<file path="config.mk">
export PLATFORM = sky130hd
export DESIGN_NAME = dramc_top
export DESIGN_NICKNAME = d
export VERILOG_FILES = /design/src/rtl/dramc_pkg.sv /design/src/rtl/dramc_array.sv /design/src/rtl/dramc_ctrl.sv /design/src/rtl/dramc_top.sv
export SDC_FILE = /design/constraint.sdc
export NUM_CORES = 1
export LEC_CHECK = 0
export ABC_AREA = 0
export BUFFER_PORTS_ARGS = -buffer_cell sky130_fd_sc_hd__clkbuf_2
export CORE_MARGIN = 4
export CORE_UTILIZATION = 60
export CTS_CLUSTER_DIAMETER = 50
export DETAILED_ROUTE_END_ITERATION = 10
export PLACE_DENSITY = 0.84
export SYNTH_ARGS = -nofsm -noshare
export SYNTH_HDL_FRONTEND = slang
export SYNTH_HIERARCHICAL = 1
export SYNTH_SLANG_ARGS = --single-unit
</file>
<file path="constraint.sdc">
create_clock -name clk -period 5.2 [get_ports clk]
set_input_delay 0.52 -clock clk [delete_from_list [all_inputs] [get_ports clk]]
set_output_delay 0.52 -clock clk [all_outputs]
set_load 0.005 [all_outputs]
</file>
<file path="src/rtl/dramc_pkg.sv">
package dramc_pkg;

    localparam int ROWS   = 4;
    localparam int COLS   = 4;
    localparam int DATA_W = 8;
    localparam int ROW_W  = $clog2(ROWS);
    localparam int COL_W  = $clog2(COLS);
    localparam int ADDR_W = ROW_W + COL_W;
    localparam int BUS_W  = (ROW_W > COL_W) ? ROW_W : COL_W;

    typedef enum logic [2:0] {
        ST_IDLE,
        ST_CLOSE,
        ST_ROW,
        ST_RCD,
        ST_COL,
        ST_CL,
        ST_RESP
    } ctrl_state_e;

    typedef struct packed {
        logic [ROW_W-1:0]  row;
        logic [COL_W-1:0]  col;
        logic              we;
        logic [DATA_W-1:0] wdata;
    } pend_req_t;

    // Power-up contents of the array: linear address a holds 29*a + 5.
    function automatic logic [DATA_W-1:0] seed_value(input int unsigned idx);
        return DATA_W'(idx * 29 + 5);
    endfunction

    function automatic logic [ROW_W-1:0] addr_row(input logic [ADDR_W-1:0] a);
        return a[ADDR_W-1 -: ROW_W];
    endfunction

    function automatic logic [COL_W-1:0] addr_col(input logic [ADDR_W-1:0] a);
        return a[COL_W-1:0];
    endfunction

endpackage

</file>
<file path="src/rtl/dramc_array.sv">
module dramc_array
    import dramc_pkg::*;
(
    input  logic              clk,
    input  logic              rst,
    input  logic              ras,
    input  logic              cas,
    input  logic              wb,
    input  logic              wr_phase,
    input  logic [BUS_W-1:0]  bus_addr,
    input  logic [DATA_W-1:0] din,
    output logic [DATA_W-1:0] dout
);

    logic [DATA_W-1:0] cells  [ROWS][COLS];
    logic [DATA_W-1:0] rowbuf [COLS];
    logic [COL_W-1:0]  col_q;

    logic [ROW_W-1:0] bus_row;
    logic [COL_W-1:0] bus_col;
    assign bus_row = bus_addr[ROW_W-1:0];
    assign bus_col = bus_addr[COL_W-1:0];

    always_ff @(posedge clk) begin
        if (rst) begin
            for (int r = 0; r < ROWS; r++) begin
                for (int c = 0; c < COLS; c++) begin
                    cells[r][c] <= seed_value(r * COLS + c);
                end
            end
            for (int c = 0; c < COLS; c++) begin
                rowbuf[c] <= '0;
            end
            col_q <= '0;
            dout  <= '0;
        end else begin
            // Row strobe: copy the addressed row into the row buffer.
            if (ras) begin
                for (int c = 0; c < COLS; c++) begin
                    rowbuf[c] <= cells[bus_row][c];
                end
            end
            // Row close: write the buffer back into the addressed row.
            if (wb) begin
                for (int c = 0; c < COLS; c++) begin
                    cells[bus_row][c] <= rowbuf[c];
                end
            end
            // Column strobe: latch the column and drive the supercell out.
            if (cas) begin
                col_q <= bus_col;
                dout  <= rowbuf[bus_col];
            end
            // Data phase of a write lands in the row buffer.
            if (wr_phase) begin
                rowbuf[col_q] <= din;
            end
        end
    end

endmodule

</file>
<file path="src/rtl/dramc_ctrl.sv">
module dramc_ctrl
    import dramc_pkg::*;
(
    input  logic              clk,
    input  logic              rst,
    input  logic              req_valid,
    output logic              req_ready,
    input  logic [ADDR_W-1:0] req_addr,
    input  logic              req_we,
    input  logic [DATA_W-1:0] req_wdata,
    output logic              resp_valid,
    input  logic              resp_ready,
    output logic [DATA_W-1:0] resp_data,
    output logic [BUS_W-1:0]  mem_addr,
    output logic              mem_ras,
    output logic              mem_cas,
    output logic              mem_wb,
    output logic              mem_wr_phase,
    output logic [DATA_W-1:0] mem_din,
    input  logic [DATA_W-1:0] mem_dout
);

    ctrl_state_e       state;
    pend_req_t         cur;
    logic              open_valid;
    logic [ROW_W-1:0]  open_row;
    logic [DATA_W-1:0] resp_q;

    logic              accept;
    ctrl_state_e       dispatch;
    logic [ROW_W-1:0]  in_row;

    assign in_row    = addr_row(req_addr);
    assign req_ready = (state == ST_IDLE) || (state == ST_RESP && resp_ready);
    assign accept    = req_valid && req_ready;

    always_comb begin
        if (open_valid && open_row == in_row) begin
            dispatch = ST_COL;
        end else if (open_valid) begin
            dispatch = ST_CLOSE;
        end else begin
            dispatch = ST_ROW;
        end
    end

    always_ff @(posedge clk) begin
        if (rst) begin
            state      <= ST_IDLE;
            cur        <= '0;
            open_valid <= 1'b0;
            open_row   <= '0;
            resp_q     <= '0;
        end else begin
            case (state)
                ST_IDLE, ST_RESP: begin
                    if (accept) begin
                        cur.row   <= in_row;
                        cur.col   <= addr_col(req_addr);
                        cur.we    <= req_we;
                        cur.wdata <= req_wdata;
                        state     <= dispatch;
                    end else if (state == ST_RESP && resp_ready) begin
                        state <= ST_IDLE;
                    end
                end
                ST_CLOSE: state <= ST_ROW;
                ST_ROW: begin
                    open_valid <= 1'b1;
                    open_row   <= cur.row;
                    state      <= ST_RCD;
                end
                ST_RCD: state <= ST_COL;
                ST_COL: state <= ST_CL;
                ST_CL: begin
                    resp_q <= cur.we ? cur.wdata : mem_dout;
                    state  <= ST_RESP;
                end
                default: state <= ST_IDLE;
            endcase
        end
    end

    always_comb begin
        case (state)
            ST_CLOSE: mem_addr = BUS_W'(open_row);
            ST_ROW:   mem_addr = BUS_W'(cur.row);
            ST_COL:   mem_addr = BUS_W'(cur.col);
            default:  mem_addr = '0;
        endcase
    end

    assign mem_ras      = (state == ST_ROW);
    assign mem_cas      = (state == ST_COL);
    assign mem_wb       = (state == ST_CLOSE);
    assign mem_wr_phase = (state == ST_CL) && cur.we;
    assign mem_din      = cur.wdata;
    assign resp_valid   = (state == ST_RESP);
    assign resp_data    = resp_q;

endmodule

</file>
<file path="src/rtl/dramc_top.sv">
module dramc_top
    import dramc_pkg::*;
(
    input  logic              clk,
    input  logic              rst,
    input  logic              req_valid,
    output logic              req_ready,
    input  logic [ADDR_W-1:0] req_addr,
    input  logic              req_we,
    input  logic [DATA_W-1:0] req_wdata,
    output logic              resp_valid,
    input  logic              resp_ready,
    output logic [DATA_W-1:0] resp_data,
    output logic [BUS_W-1:0]  mem_addr,
    output logic              mem_ras,
    output logic              mem_cas,
    output logic              mem_wb
);

    logic              wr_phase;
    logic [DATA_W-1:0] din;
    logic [DATA_W-1:0] dout;

    dramc_ctrl u_ctrl (
        .clk          (clk),
        .rst          (rst),
        .req_valid    (req_valid),
        .req_ready    (req_ready),
        .req_addr     (req_addr),
        .req_we       (req_we),
        .req_wdata    (req_wdata),
        .resp_valid   (resp_valid),
        .resp_ready   (resp_ready),
        .resp_data    (resp_data),
        .mem_addr     (mem_addr),
        .mem_ras      (mem_ras),
        .mem_cas      (mem_cas),
        .mem_wb       (mem_wb),
        .mem_wr_phase (wr_phase),
        .mem_din      (din),
        .mem_dout     (dout)
    );

    dramc_array u_array (
        .clk      (clk),
        .rst      (rst),
        .ras      (mem_ras),
        .cas      (mem_cas),
        .wb       (mem_wb),
        .wr_phase (wr_phase),
        .bus_addr (mem_addr),
        .din      (din),
        .dout     (dout)
    );

endmodule

</file>
==> results_dict.tcl <==
set metrics [dict create \
    worstHoldStart "req_wdata[7]" \
    synth_warnings 6 \
    layout.cells.most_common_list "edfxtp_1, nand2b_1, and2_1, mux4_2, dfxtp_1" \
    critical_path_slowest_stage_cell "or2_2" \
    timing_max_transition_violations_final 0 \
    final_min_period_over_clock_period_pct 76.9 \
    die_w_microns 130 \
    start_util_pct 61.4 \
    cp_num_buf_inv 1 \
    p_per_area_nw_per_um2 354 \
    crit_family "simple AND/OR/NAND/NOR gates" \
    sw_frac_of_total_pct 23.7 \
    worstSkewPairLatency_ps 440 \
    crit_path_end_kind "flip-flop" \
    p_int_mw 2.60 \
    worst_setup_path_start_kind "flip-flop" \
    place_congestion 0.901 \
    antenna-diode-count 0 \
    cts_tree "built" \
    antenna_found_initial 0 \
    area_added_between_synthesis_and_finish_pct 7.60 \
    cp_max_fo 33 \
    total_leakage_power_nw 3.06 \
    power.clock.fraction_pct 34.7 \
    drive_gt1_share_pct 20.1 \
    dieArea_sq_um 17000 \
    final_worst_path_period_need_ps 4000 \
    detail_route.vias_per_cell 6.32 \
    yosys_most_used_dff "edfxtp_1" \
    power.net_switching_mw 0.809 \
    synthesis.area_per_instance_sq_um 15.1 \
    syn_nets 610 \
    grt_pass1_vias 4962 \
    layout.nets 618 \
    grt_max_degree 64 \
    post_drt_wl_per_cell_microns 22.5 \
    timing.critical_path.slowest_cell_delay_ps 700 \
    asyncSetResetFlopFracSynth_pct 0 \
    ios 32 \
    drtAntennaViolNets 0 \
    syn-cell-area_sq_um 8960 \
    drt_drc_violations_left 0 \
    final-instance-count-excl-fill 797 \
    dr.pass1.iters 5 \
    tightest_slew_ps 1130 \
    crit_path_start "u_ctrl/state[0]" \
    routed_wirelength_microns 17900 \
    cts.htree.levels 4 \
    crit_path_cell_trace "nand2b_1 -> nor2_1 -> o2bb2ai_4 -> buf_4 -> and4bb_2 -> or2_2" \
    total_routing_usage_reported_by_global_routing_pct 22.2 \
    core_area_sq_um 14600 \
    worst-endpoint-arrival_ps 4060 \
    grt_setup_unrepaired "no" \
    max-clock-path-buffers 2 \
    comb_pwr_share_pct 9.4 \
    synth.yosys.seq_area_share_pct 61.9 \
    dp.final_hpwl_microns 11500 \
    final_design_area_no_fill_sq_um 9640 \
    max-vdd-ir-drop_mv 0.234 \
    grt-ovfl-total 0 \
    max_freq_mhz 250 \
    worst_ep_required_time_ps 5260 \
    cts_made_buffers 17 \
    cts.clk_slew.worst_paths_ps 70 \
    synthTopCellsByArea "edfxtp_1, mux4_2, dfxtp_1, nand2b_1, and2_1" \
    grt_pass1_wl_microns 27700 \
    fin_worst_skew_ps 8.10 \
    placed_cells 766 \
    timing.slew.headroom_pct 23.6 \
    layout.cells.most_common "edfxtp_1" \
    synth-edff-count 160 \
    synthDominantAreaCellType "edfxtp_1" \
    clkSinkCount 197 \
    timing.final.hold_violations 0 \
    setup-tns-final_ps 0 \
    outcome "complete, no violations" \
    num_vias 5036 \
    cap_viol_max_count 0 \
    synthesis.instances 593 \
    crit-reg2reg-launch "u_ctrl/state[0]" \
    share_of_the_core_filled_with_cells_in_the_final_layout_pct 66.1 \
    clock_tree.root_cell "clkbuf_16" \
    hold_class "primary input to flip-flop" \
    drt_first_iter_violations 424 \
    placed_cell_area_sq_um 9120 \
    synth_top_area_share_pct 53.6 \
    rows 44 \
    path_class "flip-flop to flip-flop" \
    die_h_microns 130 \
    ys_seq_elements 197 \
    power.sequential.fraction_pct 55.8 \
    postCtsHoldBufs 0 \
    post_cts_resize_count 0 \
    yosysUniqueCellTypes 43 \
    setup_viol 0 \
    cts_post_setup_buffers_inserted 0 \
    port_buffers 31 \
]
## cell usage after synthesis (3+ instances only)
| library cell | number |
|---|---|
| edfxtp_1 | 160 |
| nand2b_1 | 90 |
| and2_1 | 66 |
| mux4_2 | 40 |
| dfxtp_1 | 37 |
| mux2i_1 | 33 |
| a22o_1 | 32 |
| nor2_1 | 27 |
| clkbuf_1 | 15 |
| buf_2 | 14 |
| buf_4 | 11 |
| a211oi_1 | 9 |
| buf_6 | 4 |
| nor2_2 | 4 |
| or2_2 | 4 |
| or3_1 | 4 |
| a22oi_1 | 3 |
| buf_12 | 3 |
| nor2b_1 | 3 |
| nor4bb_1 | 3 |
## worst paths after layout
| check | slack, ps | endpoint | depth (start not counted) |
|---|---|---|---|
| worst max register to register | 1200 | u_array/cells[2][0] | 6 |
| worst min register to register | 490 | u_ctrl/cur[10] | 2 |
| worst max-delay path | 1200 | u_array/cells[2][0] | 6 |
| worst min-delay path | 320 | u_ctrl/mem_din[7] | 3 |
## through the flow
step / setup slack (ps) / hold slack [ps] / power, mW
finish: 1200 / 325 / 3.41
CTS: 1170 / 312 / 3.42
detailed placement: 1200 / 474 / 2.25
floorplan: 2490 / 449 / 2.15
global placement: 1380 / 472 / 2.23
global route: 900 / 332 / 3.52
## power groups by stage
stage	Clock (mW)	Combinational [mW]	Sequential [mW]
after floorplan	0	0.285	1.87
after global placement	0	0.306	1.92
after detailed placement	0	0.321	1.93
after CTS	1.20	0.324	1.90
after global routing	1.26	0.346	1.91
final	1.18	0.322	1.90
## layout make-up
cell class                      count  area [sq um]
Clock inverter                     13          91.3
Tap cell                          184           230
Fill cell                         960          4950
Inverter                            1          3.75
Multi-Input combinational cell    346          3130
Sequential cell                   197          5550
Timing Repair Buffer               38           208
Clock buffer                       18           429
## state kept, by name (all words and copies together) (netlist names), 3 cells and up
register          cells
u_ctrl/resp_data      8
u_ctrl/mem_din        8
u_array/rowbuf       32
u_array/cells       128
u_ctrl/cur            5
u_array/dout          8
u_ctrl/state          3
## cells by family (layout without fill, tap and decap cells)
kind of cell              Yosys count  count (layout)  synth area share [%]
AOI/OAI and AO/OA                  53              53                  5.04
buffers and inverters              50              70                  3.69
and+or+nand+nor                   218             218                  15.4
DFF                               197             197                  61.9
xor gates and xnor gates            2               2                 0.196
muxes                              73              73                  13.7
## layer usage
metal  wire length, microns  track usage, %  part of all wire [%]  vias up
li1                       -               -                     -     2221
met1                   7350            29.6                    41     2585
met2                   9010            36.7                    50      208
met3                   1370            5.77                   7.6       22
met4                    220            5.75                   1.2        0
met5                      0               0                     0        -
## tightest hold or removal path: stages
cell and delay [ps]:
clkbuf_2 80, nand2b_1 60, mux2i_1 60
Power figures use the tool's default switching activity.
